$ cat config.mk
export PLATFORM = sky130hd
export DESIGN_NAME = dma_prio_arbiter
export DESIGN_NICKNAME = d
export VERILOG_FILES = /design/src/rtl/dma_arb_pkg.sv /design/src/rtl/dma_arb_fixed.sv /design/src/rtl/dma_arb_rotate.sv /design/src/rtl/dma_prio_arbiter.sv
export SDC_FILE = /design/constraint.sdc
export NUM_CORES = 1
export LEC_CHECK = 0
export BUFFER_PORTS_ARGS = -buffer_cell sky130_fd_sc_hd__buf_2
export CAP_MARGIN = 10
export CELL_PAD_IN_SITES_DETAIL_PLACEMENT = 0
export CELL_PAD_IN_SITES_GLOBAL_PLACEMENT = 1
export CORE_MARGIN = 4
export CORE_UTILIZATION = 33
export CTS_CLUSTER_DIAMETER = 120
export DETAILED_ROUTE_END_ITERATION = 16
export GPL_TIMING_DRIVEN = 0
export PLACE_DENSITY_LB_ADDON = 0.1
export SLEW_MARGIN = 10
export SYNTH_ARGS = -nofsm -noshare
export SYNTH_HDL_FRONTEND = slang
export SYNTH_SLANG_ARGS = --single-unit
$ cat constraint.sdc
create_clock -name clk -period 2.7 [get_ports clk]
set_clock_uncertainty 0.05 [all_clocks]
set_input_delay 0.135 -clock clk [delete_from_list [all_inputs] [get_ports clk]]
set_output_delay 0.135 -clock clk [all_outputs]
set_load 0.01 [all_outputs]
$ cat src/rtl/dma_arb_pkg.sv
package dma_arb_pkg;
  localparam int ARB_CH       = 8;
  localparam int ARB_IDX_W    = $clog2(ARB_CH);
  localparam int CTRL_EN_BIT  = 0;
  localparam int CTRL_MODE_LO = 8;

  typedef enum logic [1:0] {
    MODE_RANK_A = 2'd0,
    MODE_RANK_B = 2'd1,
    MODE_RANK_C = 2'd2,
    MODE_ROTATE = 2'd3
  } arb_mode_e;

  // Channel that occupies rank slot 'slot' (0 = highest) under a fixed mode.
  function automatic logic [ARB_IDX_W-1:0] rank_channel(arb_mode_e m, int unsigned slot);
    logic [ARB_IDX_W-1:0] rb [ARB_CH];
    logic [ARB_IDX_W-1:0] rc [ARB_CH];
    rb = '{3'd0, 3'd2, 3'd3, 3'd1, 3'd4, 3'd6, 3'd7, 3'd5};
    rc = '{3'd2, 3'd0, 3'd1, 3'd3, 3'd6, 3'd4, 3'd5, 3'd7};
    case (m)
      MODE_RANK_B: return rb[slot];
      MODE_RANK_C: return rc[slot];
      default:     return ARB_IDX_W'(slot);
    endcase
  endfunction
endpackage

$ cat src/rtl/dma_arb_fixed.sv
module dma_arb_fixed
  import dma_arb_pkg::*;
#(
  parameter int NUM_CH = ARB_CH,
  localparam int IDX_W = $clog2(NUM_CH)
) (
  input  logic              clk,
  input  logic              rst_n,
  input  logic [NUM_CH-1:0] req,
  input  arb_mode_e         mode,
  output logic              hit_any,
  output logic [IDX_W-1:0]  pick
);
  logic [NUM_CH-1:0] slot_hit;
  logic [IDX_W-1:0]  slot_ch [NUM_CH];

  for (genvar s = 0; s < NUM_CH; s++) begin : g_slot
    assign slot_ch[s]  = rank_channel(mode, s);
    assign slot_hit[s] = req[slot_ch[s]];
  end

  always_comb begin
    pick = '0;
    for (int s = NUM_CH - 1; s >= 0; s--) begin
      if (slot_hit[s]) pick = slot_ch[s];
    end
  end

  assign hit_any = |slot_hit;

  // the ranked choice is always a requesting channel
  p_fixed_pick_req_r2: assert property (@(posedge clk) disable iff (!rst_n)
    hit_any |-> req[pick]);
endmodule

$ cat src/rtl/dma_arb_rotate.sv
module dma_arb_rotate #(
  parameter int NUM_CH = 8,
  localparam int IDX_W = $clog2(NUM_CH)
) (
  input  logic              clk,
  input  logic              rst_n,
  input  logic [NUM_CH-1:0] req,
  input  logic [IDX_W-1:0]  last,
  output logic [IDX_W-1:0]  pick
);
  logic [NUM_CH:1]   step_hit;
  logic [IDX_W-1:0]  step_ch [NUM_CH+1];

  assign step_ch[0] = last;
  for (genvar k = 1; k <= NUM_CH; k++) begin : g_step
    assign step_ch[k]  = last + IDX_W'(k);
    assign step_hit[k] = req[step_ch[k]];
  end

  always_comb begin
    pick = '0;
    for (int k = NUM_CH; k >= 1; k--) begin
      if (step_hit[k]) pick = step_ch[k];
    end
  end

  // the rotating choice is always a requesting channel
  p_rotate_pick_req_r5: assert property (@(posedge clk) disable iff (!rst_n)
    (|req) |-> req[pick]);
endmodule

$ cat src/rtl/dma_prio_arbiter.sv
module dma_prio_arbiter
  import dma_arb_pkg::*;
#(
  parameter int NUM_CH = ARB_CH,
  parameter int POP_CH = 6,
  parameter int CTRL_W = 16,
  localparam int IDX_W = $clog2(NUM_CH)
) (
  input  logic              clk,
  input  logic              rst_n,
  input  logic [NUM_CH-1:0] req_i,
  input  logic [CTRL_W-1:0] ctrl_i,
  input  logic              halt_i,
  input  logic              addr_err_i,
  input  logic [NUM_CH-1:0] done_i,
  output logic [NUM_CH-1:0] grant_o,
  output logic [IDX_W-1:0]  grant_idx_o,
  output logic              grant_vld_o
);
  localparam logic [NUM_CH-1:0] POP_MASK = NUM_CH'((1 << POP_CH) - 1);

  logic [NUM_CH-1:0] req_m;
  logic              allow;
  arb_mode_e         mode;
  logic              fx_any;
  logic [IDX_W-1:0]  fx_pick, rr_pick, pick;
  logic              busy;
  logic [IDX_W-1:0]  cur, last;

  assign req_m = req_i & POP_MASK;
  assign mode  = arb_mode_e'(ctrl_i[CTRL_MODE_LO +: 2]);
  assign allow = ctrl_i[CTRL_EN_BIT] && !halt_i && !addr_err_i;

  dma_arb_fixed #(.NUM_CH(NUM_CH)) u_fixed (
    .clk(clk), .rst_n(rst_n), .req(req_m), .mode(mode),
    .hit_any(fx_any), .pick(fx_pick)
  );

  dma_arb_rotate #(.NUM_CH(NUM_CH)) u_rotate (
    .clk(clk), .rst_n(rst_n), .req(req_m), .last(last), .pick(rr_pick)
  );

  assign pick = (mode == MODE_ROTATE) ? rr_pick : fx_pick;

  always_ff @(posedge clk) begin
    if (!rst_n) begin
      busy <= 1'b0;
      cur  <= '0;
      last <= IDX_W'(NUM_CH - 1);
    end else if (busy) begin
      if (done_i[cur]) begin
        busy <= 1'b0;
        cur  <= '0;
      end
    end else if (allow && fx_any) begin
      busy <= 1'b1;
      cur  <= pick;
      last <= pick;
    end
  end

  assign grant_vld_o = busy;
  assign grant_idx_o = cur;
  assign grant_o     = busy ? (NUM_CH'(1) << cur) : '0;

  // a fresh grant lands on a populated channel that was requesting
  p_grant_requested_r6: assert property (@(posedge clk) disable iff (!rst_n)
    $rose(grant_vld_o) |-> |($past(req_m) & grant_o));

  // nothing new is granted while blocked
  p_blocked_no_grant_r7: assert property (@(posedge clk) disable iff (!rst_n)
    (!busy && !allow) |=> !grant_vld_o);

  // grant held until its own done pulse
  p_hold_stable_r8: assert property (@(posedge clk) disable iff (!rst_n)
    (grant_vld_o && !done_i[grant_idx_o]) |=> (grant_vld_o && $stable(grant_o)));

  // done from the granted channel releases at the next edge
  p_release_r9: assert property (@(posedge clk) disable iff (!rst_n)
    (grant_vld_o && done_i[grant_idx_o]) |=> !grant_vld_o);
endmodule

==> results of run 1 <==
metal layers:
layer  GRT usage (%)  routed length (um)  up-vias
met5               0                   0        -
met4            2.91                  39        0
met1            23.7                2130      798
met2            24.4                2050       60
met3            1.20                 240        7
li1                -                   -      838
stage by stage:
step           cell area, um^2  instances  setup WS [ps]  power (uW)  setup TNS [ps]
3_5_place_dp              1710        284           -339         398           -1730
5_1_grt                   1880        293          -15.8         617           -15.8
6_report                  1880        293           85.3         581               0
3_3_place_gp              1710        284           -409         406           -2150
2_1_floorplan             1490        202           48.3         326               0
4_1_cts                   1800        290           31.3         562               0
what timing repair did:
| action | CTS | global route |
|---|---|---|
| pin swaps | 1 | 2 |
| gates resized for setup | 10 | 13 |
| setup endpoints to repair | 6 | 7 |
| setup buffers | 2 | 3 |
Yosys cell counts, types with 3 or more instances:
cell type	n
sky130_fd_sc_hd__clkbuf_1	13
sky130_fd_sc_hd__o21ai_0	13
sky130_fd_sc_hd__and2_1	3
sky130_fd_sc_hd__nor3_1	6
sky130_fd_sc_hd__mux4_2	8
sky130_fd_sc_hd__mux2_2	7
sky130_fd_sc_hd__nand2_1	25
sky130_fd_sc_hd__nor4_1	3
sky130_fd_sc_hd__mux2i_1	6
sky130_fd_sc_hd__a21oi_1	10
sky130_fd_sc_hd__nand2b_1	5
sky130_fd_sc_hd__nor2b_1	4
sky130_fd_sc_hd__ha_1	6
sky130_fd_sc_hd__dfxtp_1	7
sky130_fd_sc_hd__o211ai_1	6
sky130_fd_sc_hd__nor2_1	18
sky130_fd_sc_hd__a31oi_1	4
sky130_fd_sc_hd__inv_1	8
sky130_fd_sc_hd__nand3_1	5
sky130_fd_sc_hd__buf_2	3
cell families after synthesis:
family	synth area share, %
AOI/OAI and AO/OA	26.0
xor gates and xnor gates	1.18
adders and majority gates	5.04
buffers and inverters	7.30
muxes	23.2
and+or+nand+nor	27.9
DFF	9.40
sequential cells by signal, indices dropped and copies added, names as in the netlist:
name         count
grant_idx_o      3
last             3
grant_vld_o      1
worst register-to-register path, stage by stage, from the launching register on:
cell and delay [ps]:
sky130_fd_sc_hd__dfxtp_2 350, sky130_fd_sc_hd__buf_8 120, sky130_fd_sc_hd__buf_4 130, sky130_fd_sc_hd__mux4_2 510, sky130_fd_sc_hd__mux4_2 510, sky130_fd_sc_hd__nor3_2 230
sky130_fd_sc_hd__o32ai_2 110, sky130_fd_sc_hd__o21a_1 130, sky130_fd_sc_hd__o41a_1 360
how the worst max path moves through the flow:
| stage | start | to | slack, ps | cells after the start |
|---|---|---|---|---|
| after floorplan | last[0]$_SDFFE_PN1P_ | last[0]$_SDFFE_PN1P_ | 50 | 11 |
| after global placement | last[0]$_SDFFE_PN1P_ | last[1]$_SDFFE_PN1P_ | -410 | 11 |
| after detailed placement | last[0]$_SDFFE_PN1P_ | last[0]$_SDFFE_PN1P_ | -340 | 11 |
| after CTS | last[0]$_SDFFE_PN1P_ | last[0]$_SDFFE_PN1P_ | 30 | 11 |
| after global routing | last[0]$_SDFFE_PN1P_ | last[0]$_SDFFE_PN1P_ | -20 | 11 |
| final | last[0]$_SDFFE_PN1P_ | last[0]$_SDFFE_PN1P_ | 90 | 8 |
power groups by stage:
stage,Sequential [uW],Combinational [uW],Clock [uW]
after CTS,113,295,153
after detailed placement,115,283,0
final,113,317,151
after global routing,114,347,156
after global placement,115,291,0
after floorplan,115,211,0
cells in the final DEF, fill, tap and decap left out, drive strengths merged, types with 2 or more instances in the layout:
cell and n:
or2 3, dfxtp 7, mux2i 6, nor4 3, ha 6, nor2b 4
clkbuf 17, or3 2, nand2b 5, mux4 9, nand3 5, nor2 18
nor3 7, a21o 2, xnor2 2, a31oi 4, o21a 2, inv 8
o31a 2, buf 39, o21ai 13, o211ai 6, a211oi 2, and2 3
a21oi 10, mux2 7, nand2 25, a32oi 2
final cells by class:
class | count | area [um^2]
flip-flops and latches | 7 | 141
clock buffers | 4 | 45.0
fillers | 450 | 2480
well taps | 52 | 65.1
repair buffers | 35 | 188
multi-input cells | 169 | 1300
plain buffers | 17 | 98.8
inverters | 9 | 40.0
==> impl_metrics.prom, run 1 <==
# TYPE chip_impl_metric gauge
chip_impl_metric{name="worst_ep_required_time",unit="ps"} 2760
chip_impl_info{name="crit-reg2reg-launch",value="last[0]$_SDFFE_PN1P_"} 1
chip_impl_metric{name="min_delay_path_depth",unit=""} 2
chip_impl_metric{name="grt-ovfl-total",unit=""} 0
chip_impl_metric{name="setup.reg_to_reg.worst_slack",unit="ps"} 90
chip_impl_metric{name="seqPwrFrac",unit="%"} 19.5
chip_impl_metric{name="drt-total-wl",unit="mm"} 4.46
chip_impl_info{name="ys.flop_type",value="sky130_fd_sc_hd__dfxtp_1"} 1
chip_impl_metric{name="cts.sink_count",unit=""} 7
chip_impl_metric{name="detailroute.via_count",unit=""} 1703
chip_impl_metric{name="timing.max_slew.rel_slack",unit="%"} 57.2
chip_impl_metric{name="setup_viol",unit=""} 0
chip_impl_info{name="cp_top_family",value="multiplexers"} 1
chip_impl_metric{name="synth.distinct_cells",unit=""} 55
chip_impl_metric{name="worst-endpoint-arrival",unit="ps"} 2670
chip_impl_metric{name="count_of_flip_flops_with_a_built_in_enable_after_synthesis",unit=""} 0
chip_impl_metric{name="vias_per_cell",unit=""} 5.81
chip_impl_metric{name="maxClockFrequency",unit="MHz"} 382
chip_impl_metric{name="detail_route.iter0.violations",unit=""} 119
chip_impl_metric{name="ctsHtreeMaxLevel",unit=""} 1
chip_impl_info{name="reg2reg_to",value="last[0]$_SDFFE_PN1P_"} 1
chip_impl_metric{name="firstDrtPassIters",unit=""} 4
chip_impl_metric{name="sw_share",unit="%"} 39.6
chip_impl_metric{name="antenna_cells_inserted",unit=""} 0
chip_impl_metric{name="detail_route.wl_per_cell",unit="um"} 15.2
chip_impl_info{name="critPathLaunchType",value="flip-flop"} 1
chip_impl_metric{name="finish.utilization",unit="%"} 43.1
chip_impl_metric{name="max-cap-violations",unit=""} 0
chip_impl_metric{name="finalWorstPathRequiredPeriod",unit="ps"} 2610
chip_impl_metric{name="synthCells",unit=""} 202
chip_impl_metric{name="vias_in_the_first_global_route",unit=""} 1436
chip_impl_metric{name="cts.hold.buffers_added",unit=""} 0
chip_impl_info{name="synth.largest_area_cell",value="sky130_fd_sc_hd__mux4_2"} 1
chip_impl_metric{name="postSynthAreaPerCell",unit="um^2"} 7.38
chip_impl_metric{name="post-route-drc-count",unit=""} 0
chip_impl_metric{name="tightestPinTransition",unit="ps"} 624
chip_impl_metric{name="synth-warning-count",unit=""} 0
chip_impl_info{name="cts_tree",value="built"} 1
chip_impl_info{name="clock_tree.root_cell",value="sky130_fd_sc_hd__clkbuf_8"} 1
chip_impl_metric{name="detailedPlacementHpwl",unit="mm"} 3.36
chip_impl_metric{name="netlist_area",unit="um^2"} 1490
chip_impl_metric{name="cellPowerDensity",unit="nW/um^2"} 309
chip_impl_metric{name="cts.reportedPaths.clkPinSlew",unit="ps"} 40
chip_impl_info{name="path_common_cell",value="sky130_fd_sc_hd__mux4_2"} 1
chip_impl_metric{name="critPathMaxFanout",unit=""} 5
chip_impl_info{name="hold_path.class",value="in -> reg"} 1
chip_impl_metric{name="syn_nets",unit=""} 244
chip_impl_info{name="worstSetupPathType",value="reg -> reg"} 1
chip_impl_metric{name="maxSlewViolCount",unit=""} 0
chip_impl_metric{name="worst-r2r-cell-count",unit=""} 8
chip_impl_info{name="ys_top_cells_by_area",value="sky130_fd_sc_hd__mux4_2 12%, sky130_fd_sc_hd__dfxtp_1 9.4%, sky130_fd_sc_hd__nand2_1 6.3%"} 1
chip_impl_info{name="cp_slowest_cell",value="sky130_fd_sc_hd__mux4_2"} 1
chip_impl_metric{name="grt_first_pass_wirelength",unit="mm"} 6.99
chip_impl_metric{name="floorplan.die_area",unit="um^2"} 5660
chip_impl_metric{name="die-width",unit="um"} 75.2
chip_impl_info{name="cp_endpoint_kind",value="flip-flop"} 1
chip_impl_metric{name="worst_voltage_drop_across_the_vdd_grid",unit="uV"} 126
chip_impl_metric{name="synth_sequential_area_ratio",unit="%"} 9.40
chip_impl_info{name="min_from",value="rst_n"} 1
chip_impl_metric{name="clock_insertion_delay_worst_skew",unit="ps"} 230
chip_impl_metric{name="std_cell_rows",unit=""} 24
chip_impl_metric{name="power_switching",unit="uW"} 230
chip_impl_metric{name="placeableCoreArea",unit="um^2"} 4350
chip_impl_metric{name="synth.ff_latch_count",unit=""} 7
chip_impl_metric{name="num-nets-final",unit=""} 284
chip_impl_metric{name="pwr-share-comb",unit="%"} 54.5
chip_impl_metric{name="final-hold-violation-count",unit=""} 0
chip_impl_metric{name="port_buffers",unit=""} 30
chip_impl_info{name="outcome",value="finished clean"} 1
chip_impl_metric{name="final.period_utilization",unit="%"} 96.8
chip_impl_metric{name="pwr-share-clk",unit="%"} 26.0
chip_impl_metric{name="place_congestion",unit=""} 0.945
chip_impl_metric{name="power.internal",unit="uW"} 351
chip_impl_metric{name="synthToLayoutAreaGrowth",unit="%"} 26.0
chip_impl_metric{name="initial_antenna_violation_count",unit=""} 0
chip_impl_metric{name="cts_made_buffers",unit=""} 3
chip_impl_metric{name="largest_net_degree_at_the_start_of_global_routing",unit=""} 11
chip_impl_metric{name="io_pins",unit=""} 48
chip_impl_metric{name="antenna_left",unit=""} 0
chip_impl_metric{name="p_leak",unit="uW"} 0.000766
chip_impl_info{name="critical_path_cell_sequence",value="buf_8 > buf_4 > mux4_2 > mux4_2 > nor3_2 > o32ai_2 > o21a_1 > o41a_1"} 1
chip_impl_metric{name="cts_max_path_buffers",unit=""} 2
chip_impl_metric{name="final_layout_size_suffix_gt1_share",unit="%"} 31.1
chip_impl_metric{name="grt_total_usage",unit="%"} 15.6
chip_impl_metric{name="floorplan.initialDensity",unit="%"} 34.2
chip_impl_metric{name="synthDominantCellAreaShare",unit="%"} 12.1
chip_impl_metric{name="floorplan.die.height",unit="um"} 75.2
chip_impl_metric{name="crit_path_max_incr_delay",unit="ps"} 510
chip_impl_metric{name="worst_hold_slack",unit="ps"} 80.8
chip_impl_info{name="worstHoldEndpoint",value="last[1]$_SDFFE_PN1P_"} 1
chip_impl_metric{name="cp_num_buf_inv",unit=""} 2
chip_impl_metric{name="asyncSetResetFlopFracSynth",unit="%"} 0
chip_impl_info{name="rsz0062_at_grt",value="yes"} 1
(Power assumes the default switching activity.)
==> run 2, diff against run 1 <==
- CELL_PAD_IN_SITES_DETAIL_PLACEMENT: 0 -> 1
==> impl_metrics.prom, run 2 (synthesis results as in run 1) <==
# TYPE chip_impl_metric gauge
chip_impl_info{name="outcome",value="finished clean"} 1
chip_impl_metric{name="antenna_left",unit=""} 0
chip_impl_metric{name="synthToLayoutAreaGrowth",unit="%"} 26.7
chip_impl_metric{name="max-cap-violations",unit=""} 0
chip_impl_info{name="reg2reg_to",value="last[0]$_SDFFE_PN1P_"} 1
chip_impl_metric{name="dpl-instance-area",unit="um^2"} 1710
chip_impl_metric{name="power_switching",unit="uW"} 237
chip_impl_metric{name="grt_first_pass_wirelength",unit="mm"} 8.29
chip_impl_metric{name="p_leak",unit="uW"} 0.000772
chip_impl_metric{name="critPathMaxFanout",unit=""} 5
chip_impl_metric{name="detailroute.via_count",unit=""} 1726
chip_impl_info{name="layout.cells.most_common",value="sky130_fd_sc_hd__buf_2"} 1
chip_impl_metric{name="pwr-share-comb",unit="%"} 55.3
chip_impl_metric{name="finalWorstSetupSlack",unit="ps"} 83.7
chip_impl_info{name="clock_tree.root_cell",value="sky130_fd_sc_hd__clkbuf_8"} 1
chip_impl_info{name="crit-reg2reg-launch",value="last[0]$_SDFFE_PN1P_"} 1
chip_impl_metric{name="firstDrtPassIters",unit=""} 4
chip_impl_metric{name="num-nets-final",unit=""} 286
chip_impl_metric{name="detailedPlacementHpwl",unit="mm"} 3.81
chip_impl_metric{name="finalWorstPathRequiredPeriod",unit="ps"} 2620
chip_impl_metric{name="fin_cells",unit=""} 295
chip_impl_metric{name="sw_share",unit="%"} 40.2
chip_impl_metric{name="crit_path_max_incr_delay",unit="ps"} 360
chip_impl_info{name="worstSetupPathType",value="reg -> reg"} 1
chip_impl_metric{name="multi_input_logic_area",unit="um^2"} 1300
chip_impl_metric{name="place_congestion",unit=""} 0.945
chip_impl_info{name="hold_path.class",value="in -> reg"} 1
chip_impl_metric{name="cts.hold.buffers_added",unit=""} 0
chip_impl_metric{name="cts.sink_count",unit=""} 7
chip_impl_metric{name="floorplan.die.height",unit="um"} 75.2
chip_impl_metric{name="final_layout_size_suffix_gt1_share",unit="%"} 32.5
chip_impl_metric{name="setup_viol",unit=""} 0
chip_impl_metric{name="largest_net_degree_at_the_start_of_global_routing",unit=""} 11
chip_impl_metric{name="tightestPinTransition",unit="ps"} 655
chip_impl_metric{name="maxClockFrequency",unit="MHz"} 382
chip_impl_info{name="cts_tree",value="built"} 1
chip_impl_metric{name="vias_in_the_first_global_route",unit=""} 1673
chip_impl_metric{name="cts_made_buffers",unit=""} 3
chip_impl_metric{name="timing.max_slew.rel_slack",unit="%"} 55.1
chip_impl_metric{name="finish.instance_area",unit="um^2"} 1890
chip_impl_metric{name="cts.reportedPaths.clkPinSlew",unit="ps"} 40
chip_impl_info{name="worstHoldEndpoint",value="last[1]$_SDFFE_PN1P_"} 1
chip_impl_metric{name="worst_voltage_drop_across_the_vdd_grid",unit="uV"} 96.9
chip_impl_metric{name="floorplan.initialDensity",unit="%"} 34.2
chip_impl_metric{name="post-route-drc-count",unit=""} 0
chip_impl_metric{name="std_cell_rows",unit=""} 24
chip_impl_metric{name="detail_route.iter0.violations",unit=""} 120
chip_impl_metric{name="numPlacedInstances",unit=""} 284
chip_impl_metric{name="initial_antenna_violation_count",unit=""} 0
chip_impl_metric{name="vias_per_cell",unit=""} 5.85
chip_impl_metric{name="final-hold-violation-count",unit=""} 0
chip_impl_metric{name="min_delay_path_depth",unit=""} 2
chip_impl_metric{name="maxSlewViolCount",unit=""} 0
chip_impl_metric{name="seq_area",unit="um^2"} 141
chip_impl_info{name="min_from",value="rst_n"} 1
chip_impl_metric{name="placeableCoreArea",unit="um^2"} 4350
chip_impl_metric{name="placement.setup.worst_slack",unit="ps"} -385
chip_impl_metric{name="grt-ovfl-total",unit=""} 0
chip_impl_metric{name="drt-total-wl",unit="mm"} 5.06
chip_impl_metric{name="cellPowerDensity",unit="nW/um^2"} 312
chip_impl_metric{name="worst_ep_required_time",unit="ps"} 2760
chip_impl_metric{name="worst-r2r-cell-count",unit=""} 11
chip_impl_metric{name="seqPwrFrac",unit="%"} 19.3
chip_impl_metric{name="pwr-share-clk",unit="%"} 25.3
chip_impl_metric{name="antenna_cells_inserted",unit=""} 0
chip_impl_metric{name="cts_max_path_buffers",unit=""} 2
chip_impl_metric{name="io_pins",unit=""} 48
chip_impl_metric{name="setup.reg_to_reg.worst_slack",unit="ps"} 80
chip_impl_info{name="critical_path_cell_sequence",value="buf_6 > buf_8 > clkinvlp_4 > ha_4 > mux4_2 > or2_1 > o2111a_1 > inv_1 > a21oi_1 > o21a_1 > o41a_1"} 1
chip_impl_metric{name="grt_total_usage",unit="%"} 18.6
chip_impl_metric{name="filler_cell_count",unit=""} 557
chip_impl_metric{name="clock_insertion_delay_worst_skew",unit="ps"} 230
chip_impl_info{name="cp_endpoint_kind",value="flip-flop"} 1
chip_impl_metric{name="power.internal",unit="uW"} 351
chip_impl_info{name="highest_count_cells_in_the_layout_ignoring_fill_and_taps",value="32 x sky130_fd_sc_hd__buf_2, 25 x sky130_fd_sc_hd__nand2_1, 18 x sky130_fd_sc_hd__nor2_1"} 1
chip_impl_metric{name="port_buffers",unit=""} 30
chip_impl_metric{name="final.period_utilization",unit="%"} 96.9
chip_impl_metric{name="ctsHtreeMaxLevel",unit=""} 1
chip_impl_metric{name="worst-endpoint-arrival",unit="ps"} 2670
chip_impl_metric{name="die-width",unit="um"} 75.2
chip_impl_info{name="critPathLaunchType",value="flip-flop"} 1
chip_impl_info{name="cp_slowest_cell",value="sky130_fd_sc_hd__o41a_1"} 1
chip_impl_metric{name="floorplan.die_area",unit="um^2"} 5660
chip_impl_metric{name="detail_route.wl_per_cell",unit="um"} 17.2
run 2: cell count changes in the layout (fill, tap and decap cells not counted), sizes merged:
cell	change
buf	+4
clkbuf	-2
run 2: power groups by stage:
stage	combinational [uW]	sequential [uW]	clock, uW
6_report	325	114	149
5_1_grt	359	114	160
4_1_cts	307	113	153
3_5_place_dp	292	115	0
3_3_place_gp	291	115	0
2_1_floorplan	211	115	0
run 2: worst max-delay path by stage:
stage / start / to / slack (ps)
after floorplan: last[0]$_SDFFE_PN1P_ / last[0]$_SDFFE_PN1P_ / 50
after global placement: last[0]$_SDFFE_PN1P_ / last[1]$_SDFFE_PN1P_ / -410
after detailed placement: last[0]$_SDFFE_PN1P_ / last[0]$_SDFFE_PN1P_ / -390
after CTS: last[0]$_SDFFE_PN1P_ / last[0]$_SDFFE_PN1P_ / 6
after global routing: ctrl_i[9] / grant_idx_o[2]$_SDFFE_PN0P_ / -60
final: last[0]$_SDFFE_PN1P_ / last[0]$_SDFFE_PN1P_ / 80
run 2: worst max-delay path, delay by kind of cell (launching register included):
| family | cells | cell delay [ps] |
|---|---|---|
| AO/OA/AOI/OAI | 4 | 790 |
| buffers and inverters | 4 | 410 |
| flip-flops | 1 | 350 |
| multiplexers | 1 | 350 |
| adder cells (fa/ha/maj) | 1 | 290 |
| AND/OR/NAND/NOR | 1 | 250 |
run 2: layout make-up:
class | instances | area share, %
Tap cell | 52 | 3.45
Sequential cell | 7 | 7.49
Timing Repair Buffer | 38 | 11.1
Clock buffer | 4 | 2.39
Inverter | 9 | 2.12
Buffer | 16 | 4.57
Multi-Input combinational cell | 169 | 68.9
run 2: per-stage QoR:
stage | power [uW] | hold WS, ps | util [%] | TNS, ps
after floorplan | 326 | 161 | - | 0
after global placement | 406 | 316 | 39.2 | -2150
after detailed placement | 407 | 320 | 39.2 | -1990
after CTS | 574 | 83.8 | 41.8 | 0
after global routing | 633 | 90.6 | 43.4 | -144
final | 588 | 83.3 | 43.4 | 0
run 2: metal layers:
metal | global-route usage [%] | share of wire [%]
met3 | 0.534 | 3.4
met2 | 29.9 | 46
met1 | 27.5 | 49
met5 | 0 | 0
met4 | 4.85 | 1.3
run 2: timing repair:
item,CTS,global route
setup endpoints to repair,6,7
gates resized for setup,8,17
pin swaps,1,3
endpoints found under the hold margin,0,0
setup buffers,5,3
